[config.mk]
export PLATFORM = sky130hd
export DESIGN_NAME = fpwm_timer
export DESIGN_NICKNAME = d
export VERILOG_FILES = /design/src/rtl/fpwm_pkg.sv /design/src/rtl/fpwm_prescale.sv /design/src/rtl/fpwm_counter.sv /design/src/rtl/fpwm_channel.sv /design/src/rtl/fpwm_timer.sv
export SDC_FILE = /design/constraint.sdc
export NUM_CORES = 1
export LEC_CHECK = 0
export ABC_AREA = 0
export BUFFER_PORTS_ARGS = -buffer_cell sky130_fd_sc_hd__buf_2
export CORE_ASPECT_RATIO = 0.6
export CORE_MARGIN = 1.5
export CORE_UTILIZATION = 40
export CTS_CLUSTER_DIAMETER = 40
export DETAILED_ROUTE_END_ITERATION = 6
export GPL_TIMING_DRIVEN = 0
export PLACE_DENSITY = 0.62
export SETUP_SLACK_MARGIN = 0.1
export SLEW_MARGIN = 10
export SYNTH_ARGS = -nofsm -noshare
export SYNTH_HDL_FRONTEND = slang
export SYNTH_SLANG_ARGS = --single-unit
[constraint.sdc]
create_clock -name clk -period 5.54 [get_ports clk]
set_input_delay 0.831 -clock clk [delete_from_list [all_inputs] [get_ports clk]]
set_output_delay 0.831 -clock clk [all_outputs]
set_load 0.01 [all_outputs]
[src/rtl/fpwm_pkg.sv]
package fpwm_pkg;
  localparam logic [2:0] TS_FIX0 = 3'd0;
  localparam logic [2:0] TS_FIX1 = 3'd1;
  localparam logic [2:0] TS_FIX2 = 3'd2;
  localparam logic [2:0] TS_REG  = 3'd3;
  localparam logic [2:0] TS_CHA  = 3'd4;

  localparam logic [1:0] OM_OFF     = 2'd0;
  localparam logic [1:0] OM_TOGGLE  = 2'd1;
  localparam logic [1:0] OM_SET_BOT = 2'd2;
  localparam logic [1:0] OM_CLR_BOT = 2'd3;

  localparam int N_DIV = 5;
  localparam int DIV_LOG [N_DIV] = '{0, 3, 6, 8, 10};

  function automatic int unsigned low_ones(input int unsigned bits);
    return (32'd1 << bits) - 32'd1;
  endfunction
endpackage

[src/rtl/fpwm_prescale.sv]
module fpwm_prescale import fpwm_pkg::*; #(
  parameter int PRE_W = 10
) (
  input  logic       clk,
  input  logic       rst,
  input  logic [2:0] sel,
  output logic       tick
);
  logic [PRE_W-1:0] pcnt_q;
  logic [PRE_W-1:0] mask;

  always_ff @(posedge clk) begin
    if (rst) pcnt_q <= '0;
    else     pcnt_q <= pcnt_q + 1'b1;
  end

  // A tick falls where the low log2(N) bits of the free-running count are all ones.
  always_comb begin
    tick = 1'b0;
    mask = '0;
    for (int i = 0; i < N_DIV; i++) begin
      if (sel == 3'(i)) begin
        mask = PRE_W'(low_ones(DIV_LOG[i]));
        tick = ((pcnt_q & mask) == mask);
      end
    end
  end
endmodule

[src/rtl/fpwm_counter.sv]
module fpwm_counter import fpwm_pkg::*; #(
  parameter int CNT_W = 16,
  parameter int RES0  = 8,
  parameter int RES1  = 9,
  parameter int RES2  = 10
) (
  input  logic             clk,
  input  logic             rst,
  input  logic             tick,
  input  logic [2:0]       top_sel,
  input  logic             wr_top,
  input  logic [CNT_W-1:0] wr_data,
  input  logic [CNT_W-1:0] cha_act,
  input  logic             clr_ovf,
  output logic [CNT_W-1:0] cnt_q,
  output logic             at_top,
  output logic             ovf_q
);
  localparam logic [CNT_W-1:0] TOP0 = CNT_W'(low_ones(RES0));
  localparam logic [CNT_W-1:0] TOP1 = CNT_W'(low_ones(RES1));
  localparam logic [CNT_W-1:0] TOP2 = CNT_W'(low_ones(RES2));

  logic [CNT_W-1:0] top_reg_q;
  logic [CNT_W-1:0] top_val;
  logic             turn;

  always_ff @(posedge clk) begin
    if (rst)         top_reg_q <= '1;
    else if (wr_top) top_reg_q <= wr_data;
  end

  always_comb begin
    case (top_sel)
      TS_FIX0: top_val = TOP0;
      TS_FIX1: top_val = TOP1;
      TS_FIX2: top_val = TOP2;
      TS_REG:  top_val = top_reg_q;
      TS_CHA:  top_val = cha_act;
      default: top_val = '1;
    endcase
  end

  assign at_top = (cnt_q == top_val);
  assign turn   = tick && at_top;

  always_ff @(posedge clk) begin
    if (rst)       cnt_q <= '0;
    else if (turn) cnt_q <= '0;
    else if (tick) cnt_q <= cnt_q + 1'b1;
  end

  always_ff @(posedge clk) begin
    if (rst)          ovf_q <= 1'b0;
    else if (turn)    ovf_q <= 1'b1;
    else if (clr_ovf) ovf_q <= 1'b0;
  end

  p_wrap_r2: assert property (@(posedge clk) disable iff (rst)
    (tick && at_top) |=> (cnt_q == '0));
  p_step_r2: assert property (@(posedge clk) disable iff (rst)
    (tick && !at_top) |=> (cnt_q == CNT_W'($past(cnt_q) + 1'b1)));
  p_idle_r13: assert property (@(posedge clk) disable iff (rst)
    !tick |=> $stable(cnt_q));
  p_ovf_set_r5: assert property (@(posedge clk) disable iff (rst)
    (tick && at_top) |=> ovf_q);
  p_ovf_hold_r5: assert property (@(posedge clk) disable iff (rst)
    (ovf_q && !clr_ovf) |=> ovf_q);
endmodule

[src/rtl/fpwm_channel.sv]
module fpwm_channel import fpwm_pkg::*; #(
  parameter int CNT_W     = 16,
  parameter int RES0      = 8,
  parameter int RES1      = 9,
  parameter int RES2      = 10,
  parameter bit TOGGLE_OK = 1'b0
) (
  input  logic             clk,
  input  logic             rst,
  input  logic             tick,
  input  logic             at_top,
  input  logic [CNT_W-1:0] cnt,
  input  logic [2:0]       top_sel,
  input  logic             wr,
  input  logic [CNT_W-1:0] wr_data,
  input  logic [1:0]       mode,
  output logic [CNT_W-1:0] act_q,
  output logic             wave_q
);
  logic [CNT_W-1:0] buf_q;
  logic [CNT_W-1:0] mask;
  logic             disc;
  logic             match;

  always_comb begin
    case (top_sel)
      TS_FIX0: mask = CNT_W'(low_ones(RES0));
      TS_FIX1: mask = CNT_W'(low_ones(RES1));
      TS_FIX2: mask = CNT_W'(low_ones(RES2));
      default: mask = '1;
    endcase
  end

  always_ff @(posedge clk) begin
    if (rst)     buf_q <= '0;
    else if (wr) buf_q <= wr_data & mask;
  end

  always_ff @(posedge clk) begin
    if (rst)                  act_q <= '0;
    else if (tick && at_top)  act_q <= buf_q;
  end

  assign disc  = (mode == OM_OFF) ||
                 ((mode == OM_TOGGLE) && !(TOGGLE_OK && (top_sel == TS_CHA)));
  assign match = (cnt == act_q);

  always_ff @(posedge clk) begin
    if (rst)       wave_q <= 1'b0;
    else if (disc) wave_q <= 1'b0;
    else if (tick) begin
      case (mode)
        OM_TOGGLE:  if (match) wave_q <= ~wave_q;
        OM_SET_BOT: if (at_top) wave_q <= 1'b1; else if (match) wave_q <= 1'b0;
        default:    if (at_top) wave_q <= 1'b0; else if (match) wave_q <= 1'b1;
      endcase
    end
  end

  p_load_r4: assert property (@(posedge clk) disable iff (rst)
    (tick && at_top) |=> (act_q == $past(buf_q)));
  p_keep_r4: assert property (@(posedge clk) disable iff (rst)
    !(tick && at_top) |=> $stable(act_q));
  p_off_r11: assert property (@(posedge clk) disable iff (rst)
    (mode == OM_OFF) |=> !wave_q);
  p_bottom_r6: assert property (@(posedge clk) disable iff (rst)
    (tick && at_top && (mode == OM_SET_BOT)) |=> wave_q);
  p_mask_r12: assert property (@(posedge clk) disable iff (rst)
    (wr && (top_sel == TS_FIX0)) |=> ((buf_q & ~CNT_W'(low_ones(RES0))) == '0));
endmodule

[src/rtl/fpwm_timer.sv]
module fpwm_timer import fpwm_pkg::*; #(
  parameter int CNT_W = 16,
  parameter int PRE_W = 10,
  parameter int RES0  = 8,
  parameter int RES1  = 9,
  parameter int RES2  = 10
) (
  input  logic             clk,
  input  logic             rst,
  input  logic [2:0]       presc_sel,
  input  logic [2:0]       top_sel,
  input  logic [CNT_W-1:0] wr_data,
  input  logic             wr_cmp_a,
  input  logic             wr_cmp_b,
  input  logic             wr_top,
  input  logic [1:0]       mode_a,
  input  logic [1:0]       mode_b,
  input  logic             clr_ovf,
  output logic             wave_a,
  output logic             wave_b,
  output logic             ovf_flag,
  output logic [CNT_W-1:0] count
);
  localparam int N_CH = 2;

  logic             tick;
  logic             at_top;
  logic [CNT_W-1:0] cnt_q;
  logic             ovf_q;
  logic [CNT_W-1:0] act   [N_CH];
  logic             wave  [N_CH];
  logic             wr_ch [N_CH];
  logic [1:0]       md_ch [N_CH];

  assign wr_ch[0] = wr_cmp_a;
  assign wr_ch[1] = wr_cmp_b;
  assign md_ch[0] = mode_a;
  assign md_ch[1] = mode_b;

  fpwm_prescale #(.PRE_W(PRE_W)) u_pre (
    .clk(clk), .rst(rst), .sel(presc_sel), .tick(tick)
  );

  fpwm_counter #(.CNT_W(CNT_W), .RES0(RES0), .RES1(RES1), .RES2(RES2)) u_cnt (
    .clk(clk), .rst(rst), .tick(tick), .top_sel(top_sel), .wr_top(wr_top),
    .wr_data(wr_data), .cha_act(act[0]), .clr_ovf(clr_ovf),
    .cnt_q(cnt_q), .at_top(at_top), .ovf_q(ovf_q)
  );

  for (genvar c = 0; c < N_CH; c++) begin : g_ch
    fpwm_channel #(
      .CNT_W(CNT_W), .RES0(RES0), .RES1(RES1), .RES2(RES2), .TOGGLE_OK(c == 0)
    ) u_ch (
      .clk(clk), .rst(rst), .tick(tick), .at_top(at_top), .cnt(cnt_q),
      .top_sel(top_sel), .wr(wr_ch[c]), .wr_data(wr_data), .mode(md_ch[c]),
      .act_q(act[c]), .wave_q(wave[c])
    );
  end

  assign wave_a   = wave[0];
  assign wave_b   = wave[1];
  assign ovf_flag = ovf_q;
  assign count    = cnt_q;
endmodule

* Word-level counts from Yosys, hierarchy flattened *
Index checks and enable logic that the tools add are counted.

storage, ports and cells
  word-level logic and storage cells = 74
  input port bits = 32
  bits in registers = 109
  output and inout port bits = 19

cells by class
  reduce and logical (&&, ||, !) cells = 17
  add/subtract/negate cells = 2
  bitwise logic cells = 3
  mux-type cells = 21
  equal/unequal tests = 21

operators with widths
  cell                     count
  $pmux W16 S5             1
  $eq A16 B16 Y1           3
  $pmux W16 S3             1
  $mux W1                  17
  $add A16 B1 Y16 const B  1
  $and A16 B16 Y16         1
  $eq A3 B2 Y1 const B     4
  $add A10 B1 Y10 const B  1
  $eq A10 B10 Y1 const B   1
  $eq A3 B3 Y1 const B     3
  $eq A8 B8 Y1 const B     1
  $eq A3 B1 Y1 const B     2
  $eq A6 B6 Y1 const B     1
  $logic_not A3 Y1         2
  $reduce_and A3 Y1        2
  $reduce_bool A2 Y1       3
  $reduce_or A2 Y1         3
  $eq A2 B1 Y1 const B     2
  $eq A2 B2 Y1 const B     2
  $logic_not A2 Y1         2
  $ne A2 B1 Y1 const B     2
  $pmux W1 S2              2
  $logic_and A1 B1 Y1      2
  $logic_or A1 B1 Y1       2
  other kinds (2)          3

* Depth between registers and ports, before layout *
  depth after elaboration = 8
  gate-level depth with buffers = 13
  gate-level depth less buffers = 10

* Cells and area by module *
A second synthesis with hierarchy kept.

unflattened totals
  cell total of the unflattened synthesis = 619
  area, all modules = 5,277.6 um2

by module, submodules not included
  module                        instances  area each (um2)  sequential area each (um2)  cells an instance
  fpwm_counter                  1          1,958.1          660.6                       229
  fpwm_channel at g_ch[0].u_ch  1          1,446.4          660.6                       170
  fpwm_channel at g_ch[1].u_ch  1          1,416.4          660.6                       168
  fpwm_prescale                 1          456.7            200.2                       52

* Worst setup path after synthesis *
No wires, ideal clock.

  path kind = input -> register
  start = input top_sel[1]
  end = register g_ch[0].u_ch.act_q[4]
  slack = 2.442 ns
  buffers on the path = 3
  required time = 5.412 ns
  setup time = 0.128 ns
  arrival time = 2.970 ns
  stages = 11
  cells stage by stage = buf_6 > inv_2 > o21ai_0 > mux2_2 > or4_1 > or2_2 > nor3_2 > buf_6 > buf_12 > mux2i_1 > nor2_1

between the ends
  longest elaborated chain between the ends = 4
  elaborated cells between the ends (all ways) = 8
  classes of those cells = eq/ne: 5; mux: 1; reduce/logical: 2

ends and longest elaborated chain
  item                                        RTL line            text
  start, declared                             fpwm_timer.sv:11    input logic [2:0] top_sel,
  $eq A3 B3 Y1, or another cell as far along  fpwm_counter.sv:33  case (top_sel)
  $pmux W16 S5 *                              fpwm_counter.sv:33
  $eq A16 B16 Y1 *                            fpwm_counter.sv:43  assign at_top = (cnt_q == top_val);
  $logic_and A1 B1 Y1 *                       fpwm_channel.sv:41  else if (tick && at_top) act_q <= buf_q;
  end signal, assigned                        fpwm_channel.sv:41
  end, declared                               fpwm_channel.sv:17  output logic [CNT_W-1:0] act_q,

Every way passes the cells marked *; elsewhere a longest branch is shown, timed or not.
A chain may end at the register's enable or synchronous reset.

* Worst setup path in the final report *
  start = input top_sel[2]
  end = register g_ch[0].u_ch.act_q[3]

The elaborated chain is that of the path after synthesis.

==> key figures <==
Setup path
  – Biggest cell delay along the critical path: just under 0.6 ns
  – Crit-path slowest cell: nor4_1
  – Worst setup EP type: flop
  – Reg-to-reg startpoint: u_cnt.cnt_q[14]$_SDFFE_PP0P_
  – RR Endpoint: g_ch[0].u_ch.act_q[3]$_SDFFE_PP0P_
  – Crit-path max FO: 10
  – Worst EP required: 5.76 ns
  – R2R cell count: 11
  – Most frequent CP cell: buf_2
  – Setup crit start kind: input pin
  – Crit path buffers/inverters: 4
  – Worst Setup Path Type: input pin to flop
  – CP arrival: about 4.0 ns
  – CP Cell Sequence: buf_2, or3b_1, buf_2, o22ai_1, xnor2_1, nor4_1, nand4_1, nor3_2, buf_6, buf_12, mux2i_1, nor2_1
  – Register-to-register setup slack: ~2.4 ns
  – Delay-heaviest family, CP: simple AND/OR/NAND/NOR gates

Finish
  – Area Overhead vs Synth: 13.8%
  – Fraction of layout cells with a size suffix above 1: roughly an eighth
  – Finished Core Util: approximately 47%
  – Register Area: around 2200 sq um
  – Fillers: 1257
  – Footprint of the multi-input gates: ~2800 sq um
  – Antenna Cells: 0
  – NumNets Final: approximately 690

Placed design
  – I/O Buffers: 48
  – DPL Wire Length: between 10000 and 15000 um
  – Place WS: ~1.5 ns
  – Routability cong.: between 0.8 and 0.9

Timing
  – Slew HR: between 50 and 60%
  – Setup TNS: 0 ns
  – Minimum clock period after layout: between 3 and 4 ns
  – Max Slew Vio Count: 0
  – Setup ws final: around 1.8 ns
  – Clk_skew: slightly below 0.01 ns
  – Unrepaired setup endpoints after global routing: false
  – Final period util: roughly two thirds
  – Worst Tran Pin Value: ~0.74 ns
  – Final Hold Slack: approximately 0.48 ns
  – Final Setup Violations: 0
  – Fmax: 268 MHz
  – Final Hold Fails: 0

Die
  – Rows: 32
  – Core area: 12900 sq um
  – Die area: 13900 sq um
  – DIE HEIGHT: a little over 90 um
  – Die Wd: 151 um
  – I/O pins: slightly above 50
  – Initial Util: between 40% and 50%

Global route
  – Total GRT Usage: around 23%
  – Vias in the first global route: between 4000 and 5000
  – First-pass GRT wire length: 23200 um
  – Initial antenna violation count: 0
  – Remaining Overflow, GRT: 0
  – Pin count of the biggest net entering global routing: 18

Detailed routing
  – DRT iter0 DRCs: approximately 350
  – Final ANT Viol Nets: 0
  – Vias per cell: 5.37
  – Final WL: 15000 um
  – Wirelength per Cell: 18.3 um
  – DRC Markers: 0
  – Drt pass-1 iters: 6
  – Via count: 4403

Yosys
  – EDFF count, synth: 0
  – Top cells by area, synth: dfxtp_1 41%, mux2i_1 9.9%, xnor2_1 5.3%, nor2_1 4.9%, xor2_1 4.5%
  – Syn_nets: around 630
  – Post-synth top area share: 41.4%
  – Synth Cell Area: 5270 sq um
  – Flops & latches, synth: 109
  – Cell taking the most area after synthesis: dfxtp_1
  – Avg Cell Area, Syn: 8.99 sq um
  – Gate Count Post-Synth: approximately 590
  – Asr flop ratio synth: 0%
  – Synth Flop Type: dfxtp_1
  – Warnings, synthesis: 0
  – Post-synth cell types: 49
  – Post-synthesis sequential area ratio: 41.4%

Clocking
  – Root buf cell: clkbuf_16
  – Max clock buf depth: 2
  – Setup Fix Bufs, Post-CTS: 0
  – Post-CTS Hold Fix Bufs: 0
  – Worst-path clk slew: approximately 0.070 ns
  – Post-CTS sizing: 0
  – Total CTS buffers: 9
  – CTS Sinks: 109
  – Worst-skew pair later-pin latency: 0.35 ns
  – CTS tree: yes
  – H-tree levels: 3

Worst hold path
  – Worst hold path endpoint: g_ch[1].u_ch.buf_q[14]$_SDFFE_PP0P_
  – Hold Startpoint: g_ch[1].u_ch.buf_q[14]$_SDFFE_PP0P_
  – Hold Crit Class: flop to flop
  – Worst hold path cell count: 2

Power and ir drop
  – VDD IR max: about 0.15 mV
  – Leakage power: approximately 2.4 nW
  – Pwr Density: 263 nW/um^2

Run status
  – Status: finished clean

Flow run
  – Max cap viols: 0
==> cells by family after synthesis <==
| kind of cell | count (synthesis) | share of synthesized area [%] |
|---|---|---|
| mux | 54 | 10.3 |
| xor+xnor | 59 | 9.81 |
| compound gates | 91 | 11.1 |
| simple gates | 201 | 19.3 |
| buf+inv | 63 | 5.94 |
| fa+ha+maj | 9 | 2.14 |
| flops | 109 | 41.4 |
==> layer usage <==
layer / routed length [um] / vias to the layer above / GRT usage (%)
met4: 182 / 0 / 5.66
met3: 1290 / 17 / 4.93
li1: - / 2136 / -
met2: 5840 / 180 / 31.1
met5: 0 / - / 0
met1: 7660 / 2070 / 35.2
==> flip-flops by register name, indices dropped and copies added (netlist names) <==
| name | cells |
|---|---|
| g_ch.u_ch.buf_q | 32 |
| u_cnt.top_reg_q | 16 |
| g_ch.u_ch.wave_q | 2 |
| u_cnt.cnt_q | 16 |
| u_cnt.ovf_q | 1 |
| g_ch.u_ch.act_q | 32 |
| u_pre.pcnt_q | 10 |
==> final cells by class <==
class / count / share of cell area (%)
Timing Repair Buffer: 48 / 4.01
Clock buffer: 11 / 4.05
Multi-Input combinational cell: 414 / 46.2
Tap cell: 170 / 3.55
Sequential cell: 109 / 36.4
Clock inverter: 5 / 0.543
Buffer: 47 / 4.22
Inverter: 16 / 1.00
==> cell usage in the layout, fill, tap and decap left out, types with 3 or more instances in the layout <==
cell type / count
a211o_1: 17
a21oi_1: 26
a22oi_1: 7
a31oi_1: 3
buf_1: 8
buf_12: 3
buf_2: 55
clkbuf_1: 27
clkbuf_16: 9
clkinv_2: 3
dfxtp_1: 109
ha_1: 9
inv_1: 15
mux2i_1: 52
nand2_1: 19
nand2b_1: 13
nand3_1: 23
nand4_1: 9
nor2_1: 69
nor2b_1: 21
nor3_1: 20
nor4_1: 8
nor4bb_1: 3
o21ai_0: 19
o22ai_1: 7
or3_1: 4
xnor2_1: 32
xor2_1: 27
==> metrics by stage <==
step	std cells	total power [mW]	cell area (sq um)
finish	820	1.57	5990
detailed placement	804	0.977	5720
CTS	820	1.59	5990
global route	820	1.64	5990
floorplan	586	0.924	5270
global placement	804	0.971	5720
==> worst max-delay path by stage <==
| stage | cells after the start | slack [ns] | to | start |
|---|---|---|---|---|
| 2_1_floorplan | 11 | 2.44 | g_ch[0].u_ch.act_q[4]$_SDFFE_PP0P_ | top_sel[1] |
| 4_1_cts | 12 | 1.85 | g_ch[0].u_ch.act_q[3]$_SDFFE_PP0P_ | top_sel[2] |
| 6_report | 12 | 1.81 | g_ch[0].u_ch.act_q[3]$_SDFFE_PP0P_ | top_sel[2] |
| 3_5_place_dp | 12 | 1.48 | g_ch[0].u_ch.act_q[3]$_SDFFE_PP0P_ | top_sel[2] |
| 5_1_grt | 12 | 1.58 | g_ch[0].u_ch.act_q[3]$_SDFFE_PP0P_ | top_sel[0] |
| 3_3_place_gp | 12 | 1.58 | g_ch[1].u_ch.act_q[14]$_SDFFE_PP0P_ | top_sel[2] |
==> cell usage after synthesis (2+ instances only) <==
library cell,number
nor4_1,8
nor4b_1,2
or3_1,4
nand4_1,9
ha_1,9
o21ai_1,2
nand4b_1,2
nand3_1,23
xor2_1,27
nand2b_1,13
xnor2_1,32
clkbuf_1,26
nand2_1,19
a22oi_1,7
nor2_1,69
inv_1,15
nor3_1,20
o22ai_1,7
mux2i_1,52
o21ai_0,19
and3_1,2
a211o_1,17
a31oi_1,3
mux2_2,2
dfxtp_1,109
a21oi_1,26
buf_2,7
nor2b_1,21
nand3b_1,2
buf_6,2
buf_12,3
nor4bb_1,3
buf_1,8
==> tightest hold or removal path, cell delays in order (launching register included) <==
cell	delay, ns
dfxtp_1	0.31
nand2b_1	0.06
a21oi_1	0.06
==> where the power goes <==
| group | internal, mW | leakage, nW | switching (mW) | total [mW] |
|---|---|---|---|---|
| clock | 0.319 | 0.140 | 0.294 | 0.613 |
| sequential | 0.807 | 0.889 | 0.0156 | 0.822 |
| combinational | 0.0555 | 1.34 | 0.0835 | 0.139 |
No activity file was read; power rests on OpenSTA's default activity.
